`src/rtl/sio_irq_pkg.sv`:
```
package sio_irq_pkg;

    localparam int N_MODEM   = 4;   // order {dcd, ri, dsr, cts}
    localparam int RI_IDX    = 2;
    localparam int N_SRC     = 4;
    localparam int IE_RXD    = 0;
    localparam int IE_THRE   = 1;
    localparam int IE_LINE   = 2;
    localparam int IE_MODEM  = 3;

    typedef enum logic [2:0] {
        SRC_NONE  = 3'b001,
        SRC_LINE  = 3'b110,
        SRC_RXD   = 3'b100,
        SRC_THRE  = 3'b010,
        SRC_MODEM = 3'b000
    } irq_src_e;

    typedef struct packed {
        logic [N_MODEM-1:0] meta;
        logic [N_MODEM-1:0] sync;
        logic [N_MODEM-1:0] prev;
        logic [N_MODEM-1:0] delta;
    } modem_state_t;

    typedef struct packed {
        logic thr_prev;
        logic thre_pend;
    } prio_state_t;

endpackage

```
`src/rtl/sio_modem_track.sv`:
```
module sio_modem_track
    import sio_irq_pkg::*;
(
    input  logic               clk,
    input  logic               rst_n,
    input  logic [N_MODEM-1:0] lines_i,
    input  logic               rd_i,
    output logic [N_MODEM-1:0] level_o,
    output logic [N_MODEM-1:0] delta_o
);

    modem_state_t st_d, st_q;
    logic [N_MODEM-1:0] chg;

    always_comb begin
        st_d      = st_q;
        st_d.meta = lines_i;
        st_d.sync = st_q.meta;
        st_d.prev = st_q.sync;
        chg       = st_q.sync ^ st_q.prev;
        chg[RI_IDX] = st_q.prev[RI_IDX] & ~st_q.sync[RI_IDX];
        st_d.delta = (rd_i ? '0 : st_q.delta) | chg;
    end

    always_ff @(posedge clk or negedge rst_n) begin
        if (!rst_n) st_q <= '0;
        else        st_q <= st_d;
    end

    assign level_o = st_q.sync;
    assign delta_o = st_q.delta;

    // a read in a cycle with no movement empties every flag
    p_rd_clears_r8: assert property (@(posedge clk) disable iff (!rst_n)
        (rd_i && (st_q.sync == st_q.prev)) |=> (delta_o == '0));

    // without a read, flags never drop
    p_delta_sticky_r6: assert property (@(posedge clk) disable iff (!rst_n)
        !rd_i |=> ((delta_o & $past(delta_o)) == $past(delta_o)));

    // ri flag does not move unless the previous level was 1
    p_ri_rise_quiet_r7: assert property (@(posedge clk) disable iff (!rst_n)
        (!rd_i && !st_q.prev[RI_IDX]) |=> $stable(delta_o[RI_IDX]));

endmodule

```
`src/rtl/sio_irq_prio.sv`:
```
module sio_irq_prio
    import sio_irq_pkg::*;
(
    input  logic             clk,
    input  logic             rst_n,
    input  logic [N_SRC-1:0] ie_i,
    input  logic             line_err_i,
    input  logic             rx_avail_i,
    input  logic             thr_empty_i,
    input  logic             modem_any_i,
    input  logic             id_rd_i,
    output logic [2:0]       id_o,
    output logic             irq_o
);

    prio_state_t st_d, st_q;
    irq_src_e    src;
    logic        thr_rise, clr_thre;
    logic [N_SRC-1:0] req;

    always_comb begin
        req[IE_LINE]  = line_err_i  & ie_i[IE_LINE];
        req[IE_RXD]   = rx_avail_i  & ie_i[IE_RXD];
        req[IE_THRE]  = st_q.thre_pend & thr_empty_i & ie_i[IE_THRE];
        req[IE_MODEM] = modem_any_i & ie_i[IE_MODEM];

        if      (req[IE_LINE])  src = SRC_LINE;
        else if (req[IE_RXD])   src = SRC_RXD;
        else if (req[IE_THRE])  src = SRC_THRE;
        else if (req[IE_MODEM]) src = SRC_MODEM;
        else                    src = SRC_NONE;

        thr_rise       = thr_empty_i & ~st_q.thr_prev;
        clr_thre       = id_rd_i && (src == SRC_THRE);
        st_d           = st_q;
        st_d.thr_prev  = thr_empty_i;
        st_d.thre_pend = (st_q.thre_pend & ~clr_thre) | thr_rise;
    end

    always_ff @(posedge clk or negedge rst_n) begin
        if (!rst_n) st_q <= '0;
        else        st_q <= st_d;
    end

    assign id_o  = src;
    assign irq_o = |req;

    // request line and pending flag always agree
    p_irq_vs_id_r2: assert property (@(posedge clk) disable iff (!rst_n)
        irq_o == !id_o[0]);

    // an enabled line error always wins
    p_line_first_r3: assert property (@(posedge clk) disable iff (!rst_n)
        (line_err_i && ie_i[IE_LINE]) |-> (id_o == 3'b110));

    // reading while transmit-empty is reported disarms it
    p_thre_clear_r10: assert property (@(posedge clk) disable iff (!rst_n)
        (id_rd_i && id_o == 3'b010 && !thr_rise) |=> !st_q.thre_pend);

endmodule

```
`src/rtl/sio_irq_msr.sv`:
```
module sio_irq_msr
    import sio_irq_pkg::*;
(
    input  logic       clk,
    input  logic       rst_n,
    input  logic       cts_i,
    input  logic       dsr_i,
    input  logic       ri_i,
    input  logic       dcd_i,
    input  logic       line_err_i,
    input  logic       rx_avail_i,
    input  logic       thr_empty_i,
    input  logic [3:0] ie_i,
    input  logic       id_rd_i,
    input  logic       ms_rd_i,
    output logic [2:0] id_o,
    output logic [7:0] ms_o,
    output logic       irq_o
);

    logic [N_MODEM-1:0] lvl, dlt;

    sio_modem_track u_modem (
        .clk     (clk),
        .rst_n   (rst_n),
        .lines_i ({dcd_i, ri_i, dsr_i, cts_i}),
        .rd_i    (ms_rd_i),
        .level_o (lvl),
        .delta_o (dlt)
    );

    sio_irq_prio u_prio (
        .clk         (clk),
        .rst_n       (rst_n),
        .ie_i        (ie_i),
        .line_err_i  (line_err_i),
        .rx_avail_i  (rx_avail_i),
        .thr_empty_i (thr_empty_i),
        .modem_any_i (|dlt),
        .id_rd_i     (id_rd_i),
        .id_o        (id_o),
        .irq_o       (irq_o)
    );

    assign ms_o = {lvl, dlt};

    // with only modem changes enabled, any flag raises the request
    p_modem_irq_r9: assert property (@(posedge clk) disable iff (!rst_n)
        (ie_i == 4'b1000 && |ms_o[3:0]) |-> (irq_o && id_o == 3'b000));

endmodule

```
`config.mk`:
```
export PLATFORM = sky130hd
export DESIGN_NAME = sio_irq_msr
export DESIGN_NICKNAME = d
export VERILOG_FILES = /design/src/rtl/sio_irq_pkg.sv /design/src/rtl/sio_modem_track.sv /design/src/rtl/sio_irq_prio.sv /design/src/rtl/sio_irq_msr.sv
export SDC_FILE = /design/constraint.sdc
export NUM_CORES = 1
export LEC_CHECK = 0
export ABC_AREA = 1
export ABC_CLOCK_PERIOD_IN_PS = 2500
export BUFFER_PORTS_ARGS = -buffer_cell sky130_fd_sc_hd__clkbuf_2
export CAP_MARGIN = 15
export CORE_MARGIN = 4
export CORE_UTILIZATION = 49
export CTS_CLUSTER_SIZE = 28
export DETAILED_ROUTE_END_ITERATION = 6
export GPL_ROUTABILITY_DRIVEN = 1
export PLACE_DENSITY = 0.84
export SYNTH_ARGS = -nofsm -noshare
export SYNTH_HDL_FRONTEND = slang
export SYNTH_SLANG_ARGS = --single-unit
```
`constraint.sdc`:
```
create_clock -name clk -period 2.5 [get_ports clk]
set_clock_uncertainty 0.1 [all_clocks]
set_input_delay 0.125 -clock clk [delete_from_list [all_inputs] [get_ports clk]]
set_output_delay 0.125 -clock clk [all_outputs]
set_load 0.01 [all_outputs]
```
==> results list, run 1 <==
- Level count of the clock H-tree: 1
- The setup check on the worst reg-to-reg path leaves a slack of 1.61 ns.
- Clock tree synthesis found a total of 18 sinks.
- Switching share of power: 22.9%
- Synthesized net count: a little over 80
- The path with the worst hold slack has its endpoint at u_modem.delta_o[2].
- For this run, the detailed router's first-pass iteration total came to 2.
* Global routing met1 resource utilization: 12.1%
* Global placement routability congestion: about 0.7
- Pin placement for this block handled 27 I/O pins.
- In this run, distinct cell masters in the synthesized netlist total 12.
* Start point of the critical path: thr_empty_i
* Vias/cell: between 4 and 5
* HP Class: primary input to flip-flop
- Of the synthesized area, sequential elements account for about two thirds.
- Dividing the final minimum period by the clock period gives between 60% and 70%.
- For the worst flop-to-flop path, the logic depth is 5.
- Clock buffers created by TritonCTS: 3
* Worst Tran Pin Value: between 0.4 and 0.5 ns
- Die outline height: approximately 46 µm
* GRT met2 Usage: approximately a fifth
- For this run, the post-layout net count is about 110.
* Number of inserted diodes: 0
- The detail route stage leaves a number of antenna-violating nets equal to 0.
- Of the total synthesized cell area, the portion taken by AND, OR, NAND and NOR gates is 20.5%.
- Final-report max-slew violation count: 0
- Max clock buf depth: 2
* Wire length per cell: ~10 µm
- Dominant combinational cell family by area after synthesis: simple AND/OR/NAND/NOR gates
* # setup viols final: 0
- In this run the horizontal extent of the chip is ~46 µm.
* Initial DRC Count: 3
- Startpoint of the tightest hold check path: ms_rd_i
- Layout overhead on the synthesized area: 26.6%
- In the final layout, flip-flops and latches occupy roughly 450 µm².
- The startpoint identified for the worst register-to-register timing path is u_prio.st_q[0].
- The hold violation total from the final report is 0.
- The worst setup path is launched from a primary input.
- Power share of the clock group: 30.1%
- Number of instances in the synthesized netlist: 67
- For this design the total switching power over the nets is roughly 0.13 mW.
- In this run the standard cell core region covers between 0.001 and 0.0015 mm².
* All-Layer GR Usage: a little under an eighth
- The first global-routing pass estimated around 1.7 mm of wire.
* IO Port Bufs: 26
- Number of filler cells placed in the layout: ~120
- Required time reported for the critical path endpoint: about 2.3 ns
- Critical R2R Capture: u_prio.st_q[0]
- Global-route track usage on met3: approximately 4%
- Max IR drop VDD: 0.000357 V
- DR DRC count: 0
* Lkg Pwr: 0.493 nW
- The initial antenna violation count is 0.
- Hold Path Stages: 4
- Global routing finished with a remaining overflow of 0.
- Complex-gate fraction of the synthesized area: less than 1%
* Post-Route WL: 1.10 mm
- Synthesis inferred 18 register bits.
* Number of gates resized after cts: 0
- STA classifies the critical path endpoint as an output pin.
- Number of vias in the routed layout: approximately 490
* Synthesized area per cell: 10.4 µm²
* Crit path max fanout: 3
- Die ar.: about 0.0021 mm²
- TritonCTS built the clock tree.
- The layer flagged by global routing as most heavily used is met2.
- Peak Freq: around 660 MHz
- Row generation in the floorplan step produced 13 rows.
* Area share of fa/ha/maj cells after synthesis: 0%
* Ratio of cells with drive above 1 in the final layout: a little under two fifths
- Pin count of the biggest net entering global routing: 19
- Across the run, the number of max-cap violations was 0.
- Post-Route Setup TNS: 0 ns
* Clock insertion delay at the later pin of the skew report: around 0.28 ns
- Setup repair after global routing left no endpoint under its margin.
- Sequential cells burn around 57% of the power.
- The cell area that synthesis handed to floorplanning was between 600 and 700 µm².
- By startpoint and endpoint, the worst setup path is classified as primary input to output pin.
- CTS placed an instance of clkbuf_4 at the clock tree root.
- Of the total power, combinational logic draws between 10% and 20%.
- The HPWL after detailed placement is between 800 and 900 µm.
* Internal: roughly 0.43 mW
- Synth Warn #: 0
- Data arrival, critical path: 1.29 ns
* Synthesized-area fraction occupied by xor and xnor cells: 0%
* Number of global-route vias before repair: 461
- In this run the power density over the cells is about 640 mW/mm².
- Initial cell density of the core: ~53%
- Max-Slew Margin vs Limit: ~72%
- Multiplexer share of the synthesized area: 0%
* Final core utilization: between 60% and 70%
* Outcome: finished clean
- Clk slew on worst S/H paths: 0.09 ns
- The worst path needs approximately 1.5 ns of the cycle, external delays included.
* Area taken by multi-input logic gates: approximately 150 µm²
[area by class of cell]
type / count / share of cell area [%]
Clock buffer: 4 / 4.12
Inverter: 10 / 4.26
Multi-Input combinational cell: 31 / 16.8
Sequential cell: 18 / 51.1
Tap cell: 15 / 2.13
Timing Repair Buffer: 32 / 21.6
[layout by cell type (no fill, tap or decap)]
| cell | Yosys | final |
|---|---|---|
| clkbuf_2 | 0 | 26 |
| dfrtp_1 | 18 | 18 |
| nand2_1 | 15 | 15 |
| inv_1 | 9 | 9 |
| dlygate4sd3_1 | 0 | 6 |
| nand3_1 | 4 | 4 |
| nand2_2 | 3 | 3 |
| nor2_1 | 3 | 3 |
| or2_1 | 3 | 3 |
| clkbuf_4 | 0 | 3 |
| nand2_4 | 1 | 1 |
| nor2_2 | 1 | 1 |
| inv_2 | 1 | 1 |
| o21ai_0 | 1 | 1 |
| clkbuf_8 | 0 | 1 |
[cell usage after synthesis]
| master | instances | area (µm²) |
|---|---|---|
| o21ai_0 | 1 | 5.00 |
| buf_4 | 8 | 60.1 |
| nand2_4 | 1 | 11.3 |
| nand2_1 | 15 | 56.3 |
| nor2_1 | 3 | 11.3 |
| nor2_2 | 1 | 6.26 |
| inv_1 | 9 | 33.8 |
| inv_2 | 1 | 3.75 |
| or2_1 | 3 | 18.8 |
| nand2_2 | 3 | 18.8 |
| dfrtp_1 | 18 | 450 |
| nand3_1 | 4 | 20.0 |
[worst max-delay path, cell delays in order]
cell and delay, ns:
dlygate4sd3_1 0.54, clkbuf_2 0.12, nand3_1 0.10, inv_1 0.07, nor2_2 0.10, nand2_2 0.07, inv_2 0.04, clkbuf_2 0.12
[worst max-delay path by stage]
stage / end / depth (start not counted)
after floorplan: id_o[0] / 5
after global placement: id_o[0] / 6
after detailed placement: id_o[0] / 6
after CTS: id_o[0] / 8
after global routing: id_o[0] / 8
final: id_o[0] / 8
[power groups by stage]
stage	clock network [mW]	registers, mW	logic [mW]
6_report	0.169	0.319	0.0732
5_1_grt	0.192	0.322	0.0824
4_1_cts	0.174	0.319	0.0749
3_5_place_dp	0	0.325	0.0674
3_3_place_gp	0	0.324	0.0649
2_1_floorplan	0	0.323	0.0457
[registers in the layout (all words and copies together) (netlist names)]
name and flops:
u_modem.level_o 4, u_prio.st_q 2, u_modem.st_q 4, u_modem.st_d 4, u_modem.delta_o 4
[through the flow]
step           area [µm²]  cells  setup WS [ns]  hold slack (ns)  power (mW)
2_1_floorplan         696     67           1.55           -0.271       0.369
3_3_place_gp          785    100           1.46          -0.0272       0.389
3_5_place_dp          785    100           1.42          -0.0211       0.393
4_1_cts               881    110          0.969           0.0355       0.569
5_1_grt               881    110          0.903           0.0527       0.596
6_report              881    110          0.985           0.0416       0.561
[per-layer routing]
| layer | vias to the layer above | wire length, µm |
|---|---|---|
| met4 | 0 | 9 |
| met3 | 2 | 115 |
| met1 | 212 | 425 |
| li1 | 249 | - |
| met5 | - | 0 |
| met2 | 23 | 546 |
[kinds of logic (layout without fill, tap and decap cells)]
| group | Yosys count | after routing |
|---|---|---|
| buffers and inverters | 18 | 46 |
| AND/OR/NAND/NOR | 30 | 30 |
| flip-flops | 18 | 18 |
| AO/OA/AOI/OAI | 1 | 1 |
[repair_timing]
item                      4_1_cts  5_1_grt
hold endpoints to repair       24        0
hold buffers                    6        0
setup buffers                   0        0
No activity file was read; power rests on OpenSTA's default activity.
==> run 2, diff against run 1 <==
--- a/config.mk
+++ b/config.mk
@@ -6,15 +6,15 @@
 export NUM_CORES = 1
 export LEC_CHECK = 0
 export ABC_AREA = 1
-export ABC_CLOCK_PERIOD_IN_PS = 2500
+export ABC_CLOCK_PERIOD_IN_PS = 1500
 export BUFFER_PORTS_ARGS = -buffer_cell sky130_fd_sc_hd__clkbuf_2
 export CAP_MARGIN = 15
 export CORE_MARGIN = 4
-export CORE_UTILIZATION = 49
+export CORE_UTILIZATION = 45
 export CTS_CLUSTER_SIZE = 28
 export DETAILED_ROUTE_END_ITERATION = 6
 export GPL_ROUTABILITY_DRIVEN = 1
-export PLACE_DENSITY = 0.84
+export PLACE_DENSITY = 0.79
 export SYNTH_ARGS = -nofsm -noshare
 export SYNTH_HDL_FRONTEND = slang
 export SYNTH_SLANG_ARGS = --single-unit
==> constraint.sdc (replaced) <==
create_clock -name clk -period 1.5 [get_ports clk]
set_clock_uncertainty 0.1 [all_clocks]
set_input_delay 0.075 -clock clk [delete_from_list [all_inputs] [get_ports clk]]
set_output_delay 0.075 -clock clk [all_outputs]
set_load 0.01 [all_outputs]
==> results list, run 2 (synthesis gave the netlist of run 1 again) <==
* Outcome: finished clean
* Worst Tran Pin Value: 0.427 ns (+0.0137 ns)
- Among the stages of the critical path, the cell type that occurs most often is clkbuf_2.
* Area of the placeable core: 0.00138 mm² (+4.9%)
- # setup viols final: 0 (unchanged)
* Wire length per cell: 9.29 µm (-6.9%)
- The I/O pin total is 27 (unchanged).
* Layout overhead on the synthesized area: 28.1%
- Final-report max-slew violation count: 0 (unchanged)
- Initial cell density of the core: 50.3% (-2.5 points)
* HP Class: primary input to flip-flop
- The overall fraction of global-route tracks in use is 10.7% (-1.1 points).
* Die ar.: 0.00224 mm² (+7.3%)
- The combinational cell fraction of total power is 13.3% (+0.3 points).
- The internal portion of total power was 0.723 mW (+67%).
- The leakage power total came to 0.497 nW (+0.85%).
- Setup repair after global routing left no endpoint under its margin.
- Cell Rows: 13 (unchanged)
- The data arrival at the endpoint of the critical path is 1.21 ns (-0.08 ns).
* Clock sink count: 18 (unchanged)
- Peak Freq: a little over 700 MHz
- The count of nets after finishing came to 112 (+0.90%).
- Number of vias in the routed layout: 486 (unchanged)
- Global placement routability congestion: 0.664 (-5.7%)
- The register clock-pin slew on the reported worst setup and hold paths came to 0.09 ns (about the same).
- Switching share of power: 22.6% (-0.30 points)
* Final clock period utilization by the worst path: a little over 90%
- After layout, the minimum clock period comes to ~1.4 ns.
- The max capacitance violation total came to 0 (unchanged).
- Setup CP Type: primary input to output pin
- The sum of negative setup slack was 0 ns (unchanged).
- The kind of cell with the highest combined delay along the critical path is buffers and inverters.
- The number of global-route vias before repair is 442 (-4.1%).
- The maximum buffer depth of the clock tree came to 2 (unchanged).
- The worst-case headroom to the max-slew limit is 71.5% (-0.91 points).
* Clock buffers created by TritonCTS: 3 (unchanged)
- Vias/cell: 4.38 (-0.90%)
- The count of inserted antenna diode cells is 0 (unchanged).
* Most common cell after layout, fill and taps aside: clkbuf_2
* Library cell contributing the largest single delay on the critical path: dlygate4sd3_1
- Switching power of the nets: 0.211 mW (+64%)
- The antenna violation net count after detailed routing was 0 (unchanged).
- The number of design-rule violations left by the first detailed-router iteration is 4 (+1).
- The total placed instance area came to 785 µm² (unchanged).
* CTS tree: built
* Max IR drop VDD: 0.000660 V (+85%)
- The register share of total power came to 56.9% (about the same).
* Residual overflow from global routing: 0 (unchanged)
* Power density of the placed cells: 1050 mW/mm² (+65%)
- The worst path required time is 1.32 ns (-0.96 ns).
- The stage delay of the slowest cell on the critical path was 0.55 ns (about the same).
- The detailed-placement wirelength estimate was 757 µm (-8.7%).
* Clock Root Buffer: clkbuf_4
- Level count of the clock H-tree: 1 (unchanged)
- The pin count of the biggest net entering global routing came to 19 (unchanged).
- The final routed wirelength across all metal layers is 1.03 mm (-6.0%).
- Number of failing hold endpoints at the final stage: 0 (unchanged)
- Crit path max fanout: 3 (unchanged)
- Number of optimization iterations in the first detailed-route pass: 3 (+1)
- The initial antenna violation count was 0 (unchanged).
* DR DRC count: 0 (unchanged)
- Number of gates resized after cts: 0 (unchanged)
* Ratio of cells with drive above 1 in the final layout: 37.5% (-0.39 points)
- CP Launch Type: primary input
* Cells traversed along the worst timing path: dlygate4sd3_1 -> clkbuf_2 -> nand3_1 -> inv_1 -> nor2_2 -> nand2_2 -> inv_2 -> clkbuf_2
- The buffers plus inverters on the worst setup path was 5 (unchanged).
* First-pass GRT wire length: 1.65 mm (-2.8%)
- STA classifies the critical path endpoint as an output pin.
* Die X-Extent: 47.3 µm (+3.6%)
- The count of buffers inserted at the top-level ports was 26 (unchanged).
- In the layout the commonest cells are clkbuf_2, dfrtp_1, nand2_1.
- Area of all placed cells without fillers: 891 µm² (+1.1%)
- Die outline height: 47.3 µm (+3.6%)
- Power share of the clock group: 29.8% (-0.3 points)
* Clock insertion delay at the later pin of the skew report: 0.28 ns (about the same)
[run 2: cell types whose count changed in the layout (fill, tap and decap cells not counted)]
cell and change:
dlygate4sd3_1 +1
[run 2: stage by stage]
step / hold WS, ns / worst slack [ns] / total power [mW] / utilization [%] / cells
after floorplan: -0.321 / 0.603 / 0.614 / - / 67
after global placement: -0.0743 / 0.517 / 0.649 / 56.7 / 100
after detailed placement: -0.0676 / 0.516 / 0.653 / 56.7 / 100
after CTS: 0.00905 / 0.127 / 0.953 / 64.4 / 111
after global routing: 0.0496 / 0.0220 / 0.987 / 64.4 / 111
final: 0.0230 / 0.115 / 0.934 / 64.4 / 111
[run 2: final timing paths]
path,start,slack (ns),endpoint,cells after the start
worst min register to register,u_modem.st_d[9],0.26,u_modem.level_o[1],0
worst max register to register,u_prio.st_q[0],0.61,u_prio.st_q[0],5
worst max-delay path,thr_empty_i,0.11,id_o[0],8
max in group asynchronous,rst_n,0.85,u_modem.st_d[9],2
min in group asynchronous,rst_n,0.16,u_modem.st_d[10],2
worst min-delay path,id_rd_i,0.02,u_prio.st_q[0],6
[run 2: power groups by stage]
stage	Combinational [mW]	Sequential, mW	Clock (mW)
finish	0.124	0.531	0.279
global route	0.140	0.535	0.312
CTS	0.126	0.532	0.295
detailed placement	0.112	0.541	0
global placement	0.108	0.540	0
floorplan	0.0762	0.538	0
[run 2: what timing repair did]
| item | CTS | global route |
|---|---|---|
| setup buffers | 0 | 0 |
| setup endpoints to repair | 0 | 0 |
| hold buffers | 7 | 0 |
| hold endpoints to repair | 27 | 0 |
[run 2: worst register-to-register path, cell delays in order (launching register included)]
cell and delay [ns]:
dfrtp_1 0.35, nand3_1 0.08, nor2_1 0.09, nand2_1 0.05
nand2_1 0.05, nand2_1 0.05
[run 2: metal layers]
metal | track usage [%] | share of wire [%]
met1 | 12.8 | 42
met2 | 17.4 | 46
met3 | 2.30 | 12
met4 | 6.63 | 0
met5 | 0 | 0
[run 2: cell type report]
| type | count | area, µm² |
|---|---|---|
| clock buffers | 4 | 36.3 |
| fillers | 109 | 492 |
| inverters | 10 | 37.5 |
| multi-input cells | 31 | 148 |
| flip-flops and latches | 18 | 450 |
| well taps | 15 | 18.8 |
| repair buffers | 33 | 200 |
==> run 3, diff against run 2 <==
--- a/config.mk
+++ b/config.mk
@@ -6,15 +6,15 @@
 export NUM_CORES = 1
 export LEC_CHECK = 0
 export ABC_AREA = 1
-export ABC_CLOCK_PERIOD_IN_PS = 1500
+export ABC_CLOCK_PERIOD_IN_PS = 1100
 export BUFFER_PORTS_ARGS = -buffer_cell sky130_fd_sc_hd__clkbuf_2
 export CAP_MARGIN = 15
 export CORE_MARGIN = 4
-export CORE_UTILIZATION = 45
+export CORE_UTILIZATION = 41
 export CTS_CLUSTER_SIZE = 28
 export DETAILED_ROUTE_END_ITERATION = 6
 export GPL_ROUTABILITY_DRIVEN = 1
-export PLACE_DENSITY = 0.79
+export PLACE_DENSITY = 0.76
 export SYNTH_ARGS = -nofsm -noshare
 export SYNTH_HDL_FRONTEND = slang
 export SYNTH_SLANG_ARGS = --single-unit
==> constraint.sdc (replaced) <==
create_clock -name clk -period 1.1 [get_ports clk]
set_clock_uncertainty 0.1 [all_clocks]
set_input_delay 0.055 -clock clk [delete_from_list [all_inputs] [get_ports clk]]
set_output_delay 0.055 -clock clk [all_outputs]
set_load 0.01 [all_outputs]
==> results list, run 3 (synthesis gave the netlist of run 1 again) <==
* Number of optimization iterations in the first detailed-route pass: 3 (unchanged)
- Count of max-cap constraint violations: 0 (unchanged)
* Highest-count cells in the layout ignoring fill and taps: clkbuf_2, dfrtp_1, nand2_1
- Ratio of cells with drive above 1 in the final layout: 42.6% (+5.1 points)
- The number of rows created at floorplan came to 14 (+1).
- The worst path in the final design needs a cycle of around 1.3 ns, including I/O delays and setup.
- Switching share of power: 24.1% (+1.5 points)
- The largest fanout of any net on the critical path came to 3 (unchanged).
- Setup ws final: -0.163 ns (-0.278 ns)
- Die outline height: 49.2 µm (+4.0%)
- The worst path required time was 0.94 ns (-0.38 ns).
- Number of global-route vias before repair: 525 (+19%)
* Max IR drop VDD: 0.000960 V (+45%)
* Area of all placed cells without fillers: 962 µm² (+8.0%)
* Hold Path Stages: 7 (+1)
- Final core utilization: 61.7% (-2.7 points)
* Nets@finish: 118 (+5.4%)
* Failing checks: setup timing
- The critical path is of the flip-flop to output pin type.
* Type of element capturing the critical path: output pin
* Library cell contributing the largest single delay on the critical path: dfrtp_1
- Clk slew on worst S/H paths: 0.09 ns (about the same)
* Crit-path most repeated cell: nand2_1
* Power density of the placed cells: 1310 mW/mm² (+24%)
- Of the available clock period, the critical path in the final layout requires 115%.
- HP Class: primary input to flip-flop
- Switching power of the nets: 0.303 mW (+43%)
- Clock insertion delay at the later pin of the skew report: 0.29 ns (about the same)
- The remaining design rule violation count came to 0 (unchanged).
- The pin count of the biggest net entering global routing was 19 (unchanged).
- Antenna violations before repair: 0 (unchanged)
- All-Layer GR Usage: 11.0% (+0.34 points)
- Global placement routability congestion: 0.675 (+1.7%)
- The register share of total power came to 57.7% (+0.8 points).
- Unrepaired setup endpoints after global routing: yes
* Worst Reg2Reg Path Length in Cells: 6 (+1)
- Final-report max-slew violation count: 0 (unchanged)
- Io pins: 27 (unchanged)
- The area of the die came to 0.00242 mm² (+8.1%).
- TritonCTS built the clock tree.
- Relative contribution of combinational cells to total power: 17.9% (+4.6 points)
* Clock buffers created by TritonCTS: 3 (unchanged)
- The run finished, with violations left.
- The detailed-placement wirelength estimate was 811 µm (+7.1%).
- Wire length per cell: 10.3 µm (+11%)
* Residual overflow from global routing: 0 (unchanged)
- The signal on the critical path passes through nor2_1 -> nand2_1 -> nand2_1 -> nand2_2 -> buf_2.
- Internal: 0.953 mW (+32%)
- Level count of the clock H-tree: 1 (unchanged)
- # setup viols final: 3 (+3)
* Die X-Extent: 49.2 µm (+4.0%)
- Max clock buf depth: 2 (unchanged)
* Power share of the clock group: 24.4% (-5.4 points)
* Post-Route Setup TNS: -0.408 ns (-0.408 ns)
* Initial cell density of the core: 44.6% (-5.7 points)
- The post-route non-filler standard cell count was 117 (+5.4%).
- Number of vias in the routed layout: 506 (+4.1%)
* Initial DRC Count: 4 (unchanged)
* Clock Root Buffer: clkbuf_4
- The first-pass GRT wire length is 2.04 mm (+23%).
- The final routed wirelength across all metal layers was 1.21 mm (+17%).
- Worst Tran Pin Value: 0.418 ns (-0.00863 ns)
- Peak Freq: just under 800 MHz
* Total instance count after detailed placement: 101 (+1.0%)
- Most common cell after layout, fill and taps aside: clkbuf_2
- Lkg Pwr: 0.526 nW (+5.8%)
- Standard cell area after detailed placement: 786 µm² (+0.16%)
* IO Port Bufs: 26 (unchanged)
- Compared with the post-synthesis result, the final layout area differs by 38.3%.
- The worst-case headroom to the max-slew limit is 72.1% (+0.58 points).
* Area of the placeable core: 0.00156 mm² (+13%)
* Post-route ant nets: 0 (unchanged)
- The data arrival at the endpoint of the critical path is 1.11 ns (-0.10 ns).
- The number of clock sinks was 18 (unchanged).
- The worst setup path is launched from a flip-flop.
- The count of inserted antenna diode cells is 0 (unchanged).
- The detailed-route vias per instance is 4.32 (-1.2%).
- The stage delay of the slowest cell on the critical path is 0.40 ns (-0.15 ns).
- The hold violation total from the final report came to 0 (unchanged).
==> run 3: power groups by stage <==
stage | sequential (mW) | clock (mW) | combinational, mW
floorplan | 0.734 | 0 | 0.104
finish | 0.724 | 0.307 | 0.225
global route | 0.730 | 0.340 | 0.248
global placement | 0.737 | 0 | 0.148
detailed placement | 0.739 | 0 | 0.152
CTS | 0.724 | 0.323 | 0.198
==> run 3: critical path, delay by kind of cell, from the launching register on <==
family	cells	cell delay [ns]
flops	1	0.40
simple gates	4	0.28
buf+inv	1	0.14
==> run 3: what timing repair did <==
item | CTS | global route
pin swaps | 0 | 4
endpoints found under the hold margin | 28 | 0
buffers inserted | 4 | 4
setup endpoints to repair | 3 | 6
hold buffers | 8 | 0
resized for setup | 2 | 12
==> run 3: worst paths after layout <==
| kind | start | end | slack [ns] |
|---|---|---|---|
| min in group asynchronous | rst_n | u_modem.st_d[10] | 0.12 |
| setup reg to reg | u_prio.st_q[0] | u_prio.st_q[0] | 0.09 |
| hold reg to reg | u_modem.st_d[9] | u_modem.level_o[1] | 0.25 |
| setup / recovery | u_modem.delta_o[2] | irq_o | -0.16 |
| hold / removal | ie_i[0] | u_prio.st_q[0] | 0.10 |
| max in group asynchronous | rst_n | u_modem.st_q[4] | 0.48 |
==> run 3: cell type report <==
class | count | area [µm²]
fill | 125 | 597
sequential | 18 | 450
timing repair buffer | 39 | 277
multi-input combinational | 31 | 155
inverter | 10 | 37.5
clock buffer | 3 | 22.5
tap | 16 | 20.0
==> run 3: metal layers <==
metal,up-vias,global-route usage (%),routed length [µm]
met5,-,0,0
met4,0,8.53,29
met3,3,2.45,93
met2,26,18.3,556
met1,221,12.1,527
li1,256,-,-
==> run 3: per-stage QoR <==
stage          power, mW  hold WS (ns)  worst slack (ns)
3_5_place_dp       0.892       -0.0857             0.128
2_1_floorplan      0.838        -0.341             0.223
6_report            1.26         0.100            -0.163
4_1_cts             1.25        0.0809            -0.182
3_3_place_gp       0.885       -0.0965             0.131
5_1_grt             1.32         0.119            -0.245
